[src/rtl/ide_cfg_pkg.sv]
package ide_cfg_pkg;

  typedef enum logic [1:0] {
    SEQ_IDLE = 2'd0,
    SEQ_ONE  = 2'd1,
    SEQ_TWO  = 2'd2,
    SEQ_OPEN = 2'd3
  } seq_state_e;

  localparam logic [2:0] OFS_RDTIM = 3'd0;
  localparam logic [2:0] OFS_WRTIM = 3'd1;
  localparam logic [2:0] OFS_KEY   = 3'd2;
  localparam logic [2:0] OFS_CTRL  = 3'd3;
  localparam logic [2:0] OFS_STRAP = 3'd5;
  localparam logic [2:0] OFS_MISC  = 3'd6;

  localparam logic [7:0] KEY_OPEN   = 8'h03;
  localparam logic [7:0] KEY_CLOSE  = 8'h83;
  localparam logic [7:0] KEY_COMMIT = 8'h85;
  localparam logic [7:0] KEY_PROBE  = 8'hFF;

  // slowest-mode cycle byte: active count in upper nibble, recovery in lower
  function automatic logic [7:0] pio0_cycle(input logic fast);
    return fast ? 8'h58 : 8'h6B;
  endfunction

  function automatic logic [3:0] pio0_setup(input logic fast);
    return fast ? 4'h2 : 4'h3;
  endfunction

endpackage

[src/rtl/ide_unlock_seq.sv]
module ide_unlock_seq
  import ide_cfg_pkg::*;
(
  input  logic       clk,
  input  logic       rst_n,
  input  logic       acc_rd,
  input  logic       acc_wr,
  input  logic       acc_word,
  input  logic [2:0] acc_addr,
  input  logic [7:0] acc_byte,
  output logic       open_o
);

  seq_state_e state_q, state_d;
  logic       any_acc, key_read, open_write, close_write;

  assign any_acc     = acc_rd | acc_wr;
  assign key_read    = acc_rd & acc_word & (acc_addr == OFS_WRTIM);
  assign open_write  = acc_wr & ~acc_word & (acc_addr == OFS_KEY) & (acc_byte == KEY_OPEN);
  assign close_write = acc_wr & ~acc_word & (acc_addr == OFS_KEY) & (acc_byte == KEY_CLOSE);

  always_comb begin
    state_d = state_q;
    if (any_acc) begin
      unique case (state_q)
        SEQ_IDLE: state_d = key_read ? SEQ_ONE : SEQ_IDLE;
        SEQ_ONE:  state_d = key_read ? SEQ_TWO : SEQ_IDLE;
        SEQ_TWO: begin
          if (key_read)        state_d = SEQ_TWO;
          else if (open_write) state_d = SEQ_OPEN;
          else                 state_d = SEQ_IDLE;
        end
        SEQ_OPEN: state_d = close_write ? SEQ_IDLE : SEQ_OPEN;
        default:  state_d = SEQ_IDLE;
      endcase
    end
  end

  always_ff @(posedge clk or negedge rst_n) begin
    if (!rst_n) state_q <= SEQ_IDLE;
    else        state_q <= state_d;
  end

  assign open_o = (state_q == SEQ_OPEN);

endmodule

[src/rtl/ide_strap_probe.sv]
module ide_strap_probe
  import ide_cfg_pkg::*;
(
  input  logic       clk,
  input  logic       rst_n,
  input  logic       strap_in,
  input  logic       locked,
  input  logic       acc_rd,
  input  logic       acc_wr,
  input  logic       acc_word,
  input  logic [2:0] acc_addr,
  input  logic [7:0] acc_byte,
  output logic       strap_o,
  output logic       hit_o
);

  logic strap_q;
  logic armed_q, armed_d;
  logic any_acc;

  assign any_acc = acc_rd | acc_wr;
  assign hit_o   = armed_q & locked & acc_rd & acc_word & (acc_addr == OFS_STRAP);

  always_comb begin
    armed_d = armed_q;
    if (any_acc)
      armed_d = locked & acc_wr & ~acc_word & (acc_addr == OFS_STRAP) & (acc_byte == KEY_PROBE);
  end

  always_ff @(posedge clk or negedge rst_n) begin
    if (!rst_n) begin
      strap_q <= 1'b0;
      armed_q <= 1'b0;
    end else begin
      strap_q <= strap_in;
      armed_q <= armed_d;
    end
  end

  assign strap_o = strap_q;

endmodule

[src/rtl/ide_timing_bank.sv]
module ide_timing_bank
  import ide_cfg_pkg::*;
#(
  parameter int NUM_DEV = 2,
  parameter int TW      = 8,
  parameter int SW      = 4,
  localparam int DEV_W  = (NUM_DEV > 1) ? $clog2(NUM_DEV) : 1
)(
  input  logic                  clk,
  input  logic                  rst_n,
  input  logic                  wr_stb,
  input  logic [2:0]            wr_addr,
  input  logic [7:0]            wr_byte,
  input  logic                  fast_clk,
  output logic [NUM_DEV*TW-1:0] rd_flat,
  output logic [NUM_DEV*TW-1:0] wr_flat,
  output logic [SW-1:0]         setup_o,
  output logic                  override_o,
  output logic [DEV_W-1:0]      dev_sel_o
);

  logic [DEV_W-1:0] sel_q, sel_d;
  logic [SW-1:0]    setup_q, setup_d;
  logic [7:0]       ctrl_q, ctrl_d;
  logic             misc_wr, is_select;

  assign misc_wr   = wr_stb & (wr_addr == OFS_MISC);
  assign is_select = (wr_byte[7:4] == 4'h0);

  always_comb begin
    sel_d   = sel_q;
    setup_d = setup_q;
    ctrl_d  = ctrl_q;
    if (misc_wr && is_select)  sel_d   = wr_byte[DEV_W-1:0];
    if (misc_wr && !is_select) setup_d = wr_byte[4 +: SW];
    if (wr_stb && wr_addr == OFS_CTRL) ctrl_d = wr_byte;
  end

  always_ff @(posedge clk or negedge rst_n) begin
    if (!rst_n) begin
      sel_q   <= '0;
      setup_q <= SW'(pio0_setup(1'b0));
      ctrl_q  <= 8'h00;
    end else begin
      sel_q   <= sel_d;
      setup_q <= setup_d;
      ctrl_q  <= ctrl_d;
    end
  end

  assign override_o = (ctrl_q == KEY_COMMIT);
  assign setup_o    = override_o ? setup_q : SW'(pio0_setup(fast_clk));
  assign dev_sel_o  = sel_q;

  for (genvar d = 0; d < NUM_DEV; d++) begin : g_dev
    logic [TW-1:0] rd_q, wr_q;
    logic          mine, ld_rd, ld_wr;

    assign mine  = (sel_q == DEV_W'(d));
    assign ld_rd = wr_stb & mine & (wr_addr == OFS_RDTIM);
    assign ld_wr = wr_stb & mine & (wr_addr == OFS_WRTIM);

    always_ff @(posedge clk or negedge rst_n) begin
      if (!rst_n) begin
        rd_q <= TW'(pio0_cycle(1'b0));
        wr_q <= TW'(pio0_cycle(1'b0));
      end else begin
        if (ld_rd) rd_q <= TW'(wr_byte);
        if (ld_wr) wr_q <= TW'(wr_byte);
      end
    end

    assign rd_flat[d*TW +: TW] = override_o ? rd_q : TW'(pio0_cycle(fast_clk));
    assign wr_flat[d*TW +: TW] = override_o ? wr_q : TW'(pio0_cycle(fast_clk));
  end

endmodule

[src/rtl/ide_cfg_trapdoor.sv]
module ide_cfg_trapdoor
  import ide_cfg_pkg::*;
#(
  parameter int NUM_DEV = 2,
  parameter int TW      = 8,
  parameter int SW      = 4,
  parameter int DW      = 16,
  localparam int DEV_W  = (NUM_DEV > 1) ? $clog2(NUM_DEV) : 1
)(
  input  logic                  clk,
  input  logic                  rst_n,
  input  logic [2:0]            host_addr,
  input  logic                  host_rd,
  input  logic                  host_wr,
  input  logic                  host_word,
  input  logic [DW-1:0]         host_wdata,
  output logic [DW-1:0]         host_rdata,
  output logic [2:0]            drv_addr,
  output logic                  drv_rd,
  output logic                  drv_wr,
  output logic                  drv_word,
  output logic [DW-1:0]         drv_wdata,
  input  logic [DW-1:0]         drv_rdata,
  input  logic                  clk_strap,
  output logic                  cfg_open,
  output logic                  timing_override,
  output logic                  strap_clk,
  output logic [DEV_W-1:0]      dev_sel,
  output logic [SW-1:0]         addr_setup,
  output logic [NUM_DEV*TW-1:0] dev_rd_tim,
  output logic [NUM_DEV*TW-1:0] dev_wr_tim
);

  // reset asserts at once, releases two edges after rst_n rises
  logic [1:0] rst_pipe;
  logic       rst_n_s;

  always_ff @(posedge clk or negedge rst_n) begin
    if (!rst_n) rst_pipe <= 2'b00;
    else        rst_pipe <= {rst_pipe[0], 1'b1};
  end
  assign rst_n_s = rst_pipe[1];

  logic       open_w, probe_hit;
  logic [7:0] host_byte;

  assign host_byte = host_wdata[7:0];

  ide_unlock_seq u_seq (
    .clk      (clk),
    .rst_n    (rst_n_s),
    .acc_rd   (host_rd),
    .acc_wr   (host_wr),
    .acc_word (host_word),
    .acc_addr (host_addr),
    .acc_byte (host_byte),
    .open_o   (open_w)
  );

  ide_strap_probe u_probe (
    .clk      (clk),
    .rst_n    (rst_n_s),
    .strap_in (clk_strap),
    .locked   (~open_w),
    .acc_rd   (host_rd),
    .acc_wr   (host_wr),
    .acc_word (host_word),
    .acc_addr (host_addr),
    .acc_byte (host_byte),
    .strap_o  (strap_clk),
    .hit_o    (probe_hit)
  );

  ide_timing_bank #(
    .NUM_DEV (NUM_DEV),
    .TW      (TW),
    .SW      (SW)
  ) u_bank (
    .clk        (clk),
    .rst_n      (rst_n_s),
    .wr_stb     (open_w & host_wr & ~host_word),
    .wr_addr    (host_addr),
    .wr_byte    (host_byte),
    .fast_clk   (strap_clk),
    .rd_flat    (dev_rd_tim),
    .wr_flat    (dev_wr_tim),
    .setup_o    (addr_setup),
    .override_o (timing_override),
    .dev_sel_o  (dev_sel)
  );

  assign drv_addr  = host_addr;
  assign drv_word  = host_word;
  assign drv_wdata = host_wdata;
  assign drv_rd    = host_rd & ~open_w & ~probe_hit;
  assign drv_wr    = host_wr & ~open_w;
  assign cfg_open  = open_w;

  always_comb begin
    if (probe_hit)   host_rdata = DW'(strap_clk);
    else if (open_w) host_rdata = '0;
    else             host_rdata = drv_rdata;
  end

endmodule

[config.mk]
export PLATFORM = sky130hd
export DESIGN_NAME = ide_cfg_trapdoor
export DESIGN_NICKNAME = d
export VERILOG_FILES = /design/src/rtl/ide_cfg_pkg.sv /design/src/rtl/ide_unlock_seq.sv /design/src/rtl/ide_strap_probe.sv /design/src/rtl/ide_timing_bank.sv /design/src/rtl/ide_cfg_trapdoor.sv
export SDC_FILE = /design/constraint.sdc
export NUM_CORES = 1
export LEC_CHECK = 0
export BUFFER_PORTS_ARGS = -buffer_cell sky130_fd_sc_hd__buf_2
export CAP_MARGIN = 0
export CORE_AREA = 2 2 74 94
export CTS_BUF_LIST = sky130_fd_sc_hd__clkbuf_2 sky130_fd_sc_hd__clkbuf_4 sky130_fd_sc_hd__clkbuf_8
export DETAILED_ROUTE_END_ITERATION = 10
export DIE_AREA = 0 0 76 96
export GPL_TIMING_DRIVEN = 0
export HOLD_SLACK_MARGIN = 0.15
export PLACE_DENSITY = 0.85
export SYNTH_ARGS = -nofsm -noshare
export SYNTH_HDL_FRONTEND = slang
export SYNTH_HIERARCHICAL = 1
export SYNTH_SLANG_ARGS = --single-unit
[constraint.sdc]
create_clock -name clk -period 1.6 [get_ports clk]
set_clock_uncertainty 0.05 [all_clocks]
set_input_delay 0 -clock clk [delete_from_list [all_inputs] [get_ports clk]]
set_output_delay 0 -clock clk [all_outputs]
set_load 0.03 [all_outputs]
* Word level (Yosys, flattened, before mapping)
Index checks and enable logic that the tools add are counted.
Word-level totals: bits in registers 51, input bits 41, output and inout port bits 78, logic and storage cells 75
Operators by class: equal/unequal tests 12, mux-type cells 15, bitwise logic cells 30, reduce and logical (&&, ||, !) cells 7
Operators with widths (number):
- 2-to-1 mux 16 bit | 2
- 2-to-1 mux 8 bit | 4
- bitwise AND 1 bit | 25
- equality test 8 bit, second input constant | 3
- equality test 8 x 2 -> 1 bit, second input constant | 1
- 2-to-1 mux 2 bit | 4
- one-hot mux 2 bit (4 select lines) | 1
- equality test 3 x 2 -> 1 bit, second input constant | 2
- equality test 3 bit, second input constant | 2
- 2-to-1 mux 6 bit | 1
- equality test 2 bit, second input constant | 2
- zero test 4 bit | 1
- 2-to-1 mux 4 bit | 1
- inverter 1 bit | 4
- equality test 3 x 1 -> 1 bit, second input constant | 1
- logical AND 1 bit | 3
- zero test 3 bit | 1
- equality test 2 x 1 -> 1 bit, second input constant | 1
- zero test 2 bit | 1
- 2-to-1 mux 1 bit | 2
- zero test 1 bit | 1
- bitwise OR 1 bit | 1

* Depth between registers and ports, before layout
depth after elaboration 8, depth in mapped cells 8, mapped depth without buffers 7

* Hierarchy
Netlist, hierarchy kept.
Modules (own cells, without submodules):
- ide_timing_bank | instances 1, cells an instance 150, area an instance 2137.0 um2, seq. area each 1153.6 um2
- ide_cfg_trapdoor | instances 1, cells an instance 48, area an instance 389.1 um2, seq. area each 50.0 um2
- ide_unlock_seq | instances 1, cells an instance 21, area an instance 201.4 um2, seq. area each 50.0 um2
- ide_strap_probe | instances 1, cells an instance 11, area an instance 103.8 um2, seq. area each 50.0 um2

* Worst setup path before layout
OpenSTA, ideal clock, no wires.
kind reg2reg, start register u_seq.state_q[1], end register u_bank.g_dev[0].wr_q[2], library setup time 0.125 ns, arrival 1.897 ns, required time 1.425 ns, setup slack -0.471 ns, cell stages (with the launch flop) 9, path buffers 1, clock period less this slack 2.071 ns, path through dfrtp_1 > nand2_1 > inv_1 > nand2_1 > nor2_1 > nor3b_1 > and3b_1 > buf_4 > mux2_2
Between the ends: cells in the longest elaborated chain, start to end 5
RTL lines:
- start: declaration | RTL line ide_unlock_seq.sv:14 | seq_state_e state_q, state_d;
- start signal: assignment | RTL line ide_unlock_seq.sv:41 | else state_q <= state_d;
- equality test 2 bit | RTL line ide_unlock_seq.sv:44 | assign open_o = (state_q == SEQ_OPEN);
- net cfg_open | RTL line ide_cfg_trapdoor.sv:25 | output logic cfg_open,
- bitwise AND 1 bit (2 in a row) | RTL line ide_cfg_trapdoor.sv:81 | .wr_stb (open_w & host_wr & ~host_word),
- bitwise AND 1 bit (2 in a row) | RTL line ide_timing_bank.sv:61 | assign ld_wr = wr_stb & mine & (wr_addr == OFS_WRTIM);
- end signal: assignment | RTL line ide_timing_bank.sv:66 | wr_q <= TW'(pio0_cycle(1'b0));
- end signal: assignment | RTL line ide_timing_bank.sv:69 | if (ld_wr) wr_q <= TW'(wr_byte);
- end: declaration | RTL line ide_timing_bank.sv:56 | logic [TW-1:0] rd_q, wr_q;
The timed path passes the listed nets, and every way through them passes these cells. A chain may end at the register's enable or synchronous reset.

* Final worst setup path
start register u_bank.ctrl_q[4], end output dev_rd_tim[12]
Between the ends: cells in the longest elaborated chain, start to end 2
RTL lines:
- start: declaration | RTL line ide_timing_bank.sv:24 | logic [7:0] ctrl_q, ctrl_d;
- start signal: assignment | RTL line ide_timing_bank.sv:47 | ctrl_q <= ctrl_d;
- equality test 8 bit | RTL line ide_timing_bank.sv:51 | assign override_o = (ctrl_q == KEY_COMMIT);
- 2-to-1 mux 8 bit | RTL line ide_timing_bank.sv:73 | assign rd_flat[d*TW +: TW] = override_o ? rd_q : TW'(pio0_cycle(fast_clk));
- end: declaration | RTL line ide_cfg_trapdoor.sv:30 | output logic [NUM_DEV*TW-1:0] dev_rd_tim,
Every way passes these cells.

==> metrics.md <==
| Metric | Value |
|---|---|
| Die footprint | `7300 µm²` |
| Syn Area/Cell | `roughly 12 µm²` |
| Worst path slowest cell | `dfrtp_1` |
| DR pass1 iterations | `4` |
| Post-layout instance area | `4520 µm²` |
| DRT iter0 DRCs | `109` |
| WP data arrival | `~1.8 ns` |
| Deepest clock path buffer count | `2` |
| Fin crit period | `1.88 ns` |
| GR Util All Layers | `23.9%` |
| Worst setup path class | `reg -> out` |
| Clock-pin slew on the worst setup and hold paths | `about 0.090 ns` |
| Area share of the largest cell type after synthesis | `between 20 and 30%` |
| Synthesized flop and latch total | `51` |
| Failing checks | `setup timing` |
| Hold Worst Slack | `0.151 ns` |
| Setup repair after global routing missed its margin | `yes` |
| Vias | `between 2000 and 2500` |
| Worst vdd ir | `628 µV` |
| CP Launch Type | `flip-flop` |
| Final worst-path cycle share | `118%` |
| Prevailing post-synth register cell | `dfrtp_1` |
| Initial core utilization | `about 44%` |
| Register area | `1310 µm²` |
| Crit path capture type | `output port` |
| I/O Buffers | `110` |
| Leak | `around 2.2 nW` |
| Die H | `96 µm` |
| Final Hold Fails | `0` |
| Outcome | `finished with violations` |
| Area Growth Syn to Fin | `59.7%` |
| First-pass GRT wire length | `13500 µm` |
| Vias/cell | `5.19` |
| Post-Route WL | `8650 µm` |
| Initial antenna violation count | `0` |
| Commonest non-fill, non-tap cell in the layout | `buf_6` |
| Area of the multi-input gates | `1520 µm²` |
| Syn_nets | `271` |
| Vias in the first global route | `2664` |
| Final worst slack | `-0.285 ns` |
| Synth warn | `6` |
| Avg WL per Cell | `18.4 µm` |
| Layout cell share with drive strength beyond 1 | `roughly 76%` |
| Total power | `between 3 and 4 mW` |
| Yosys cell types | `45` |
| Largest delay contributor family on the critical path | `simple AND/OR/NAND/NOR gates` |
| Finish-stage setup viols | `86` |
| Number of flops mapped to enable cells by yosys | `0` |
| Num CTS Buffers | `5` |
| Die X-Extent | `between 70 and 80 µm` |
| H-tree depth | `2` |
| Root buf cell | `clkbuf_8` |
| DP Wirelength | `4910 µm` |
| Post-synthesis sequential area ratio | `46.0%` |
| Slew Viols, Final | `0` |
| Setup crit start | `u_bank/ctrl_q[4]` |
| Total grt overflow | `0` |
| Largest area contributor in the netlist | `dfrtp_1` |
| GP Congestion | `0.779` |
| Core box area | `6400 µm²` |
| Antenna diode count | `0` |
| R2R Path Start | `u_seq/state_q[0]` |
| Mapped cell area | `2830 µm²` |
| Largest net degree at the start of global routing | `41` |
| P per Cell Area | `713 nW/µm²` |
| CTS tree | `done` |
| Bufs and invs on worst path | `1` |
| Maxcap violations | `0` |
| DRC violation count after routing | `0` |
| Fin cells | `470` |
| Clk_lat worst skew | `0.31 ns` |
| FMAX | `0.531 GHz` |
| # placed instances | `428` |
| Layout Nets | `423` |
| Commonest cells after routing, fill and taps aside | `buf_6 (67), buf_2 (56), buf_4 (36)` |
| Rows | `33` |
| Crit Path Max Fanout | `8` |
| Asr flop ratio synth | `100%` |
| Clock sink count | `51` |
| Critical Path RT | `1.55 ns` |
| Dpl cell area | `~3600 µm²` |
| IO Pins | `between 100 and 150` |
| Hold Startpoint | `host_wr` |
| Slowest stage delay, CP | `0.42 ns` |
| Synth top area cells | `dfrtp_1 (26%), dfstp_2 (20%), mux2_2 (14%)` |
| Antenna-violating nets left | `0` |
| Fillers | `397` |
| Critical Path, Cell by Cell | `nor4b_4 -> and2_4 -> mux2_4 -> buf_6` |
| Post-layout util | `70.7%` |
| Mapped Cells | `230` |
| Hold crit path type | `in -> reg` |
[path summary, 6_finish.rpt]
kind,endpoint,slack [ns],depth (start not counted)
worst max register to register,u_bank/g_dev[0].rd_q[2],-0.18,8
worst max-delay path,dev_rd_tim[12],-0.28,4
worst min register to register,u_bank/ctrl_q[5],0.21,1
worst min-delay path,u_seq/state_q[0],0.15,4
min in group asynchronous,u_bank/ctrl_q[5],0.21,1
max in group asynchronous,u_bank/ctrl_q[1],0.43,1
[metrics by stage]
step	TNS (ns)	setup slack, ns
finish	-15.30	-0.285
global route	-23.37	-0.338
global placement	-22.81	-0.460
detailed placement	-11.93	-0.335
floorplan	-5.68	-0.256
CTS	-13.10	-0.264
[synthesized netlist by cell type, types with 2 or more instances]
| cell type | instances |
|---|---|
| and2_1 | 3 |
| dfstp_2 | 22 |
| and3_1 | 10 |
| dfrtp_1 | 29 |
| nand2_1 | 5 |
| and2_4 | 8 |
| mux2_4 | 8 |
| clkbuf_1 | 2 |
| mux2_2 | 35 |
| buf_2 | 2 |
| nand4b_1 | 3 |
| inv_1 | 4 |
| buf_4 | 22 |
| o211ai_1 | 2 |
| mux2_1 | 2 |
| nor4b_2 | 2 |
| nand2b_1 | 11 |
| and2_2 | 6 |
| nor4_1 | 2 |
| nor2_1 | 5 |
| and4bb_2 | 2 |
| a21o_1 | 14 |
| nor2b_1 | 2 |
| buf_6 | 4 |
| nand4_1 | 2 |
| a22o_1 | 4 |
[metal layers]
metal / vias to the layer above / GRT usage (%) / routed length (µm)
met4: 0 / 10.6 / 164
met2: 111 / 44.9 / 4660
met1: 1213 / 26.5 / 3360
li1: 1099 / - / -
met3: 15 / 4.60 / 461
met5: - / 0 / 0
[cell type report]
class	count	share of cell area, %
Clock inverter	1	0.194
Timing Repair Buffer	148	27.6
Tap cell	87	2.41
Sequential cell	51	28.9
Multi-Input combinational cell	145	33.6
Inverter	4	0.415
Buffer	27	4.93
Clock buffer	7	1.99
[state kept, by name, indices dropped and copies added (netlist names)]
| signal | flops |
|---|---|
| u_bank/g_dev.wr_q | 16 |
| u_probe/armed_q | 1 |
| rst_pipe | 2 |
| u_seq/state_q | 2 |
| u_bank/dev_sel_o | 1 |
| u_bank/setup_q | 4 |
| u_bank/g_dev.rd_q | 16 |
| u_probe/strap_o | 1 |
| u_bank/ctrl_q | 8 |
[report_power, final]
group	leakage (nW)	total, mW	switching (mW)	internal (mW)
Sequential	0.612	1.57	0.0998	1.47
Clock	0.0523	0.809	0.434	0.375
Combinational	1.57	0.848	0.411	0.437
Total	2.24	3.22	0.944	2.28
[cell families after synthesis]
group                  Yosys count  synth area share (%)
multiplexers                    45                  19.0
AO/OA/AOI/OAI                   26                  7.20
flip-flops                      51                  46.0
buffers and inverters           34                  8.57
AND/OR/NAND/NOR                 73                  19.1
other                            1                 0.132
[worst register-to-register path, cell delays in order (launching register included)]
cell        delay [ns]
dfrtp_1           0.37
nand2_2           0.08
clkinvlp_4        0.11
nand2_2           0.07
nor2_4            0.11
nor4b_4           0.22
and2b_1           0.18
buf_6             0.17
mux2_4            0.31
[repair_timing]
action | in CTS | in global routing
gates cloned | 2 | 1
hold endpoints to repair | 60 | 0
hold buffers | 15 | 0
pin swaps | 38 | 10
resized for setup | 162 | 11
setup endpoints to repair | 98 | 98
buffers inserted | 19 | 6
Note: power is estimated with default switching activity, not from simulation.
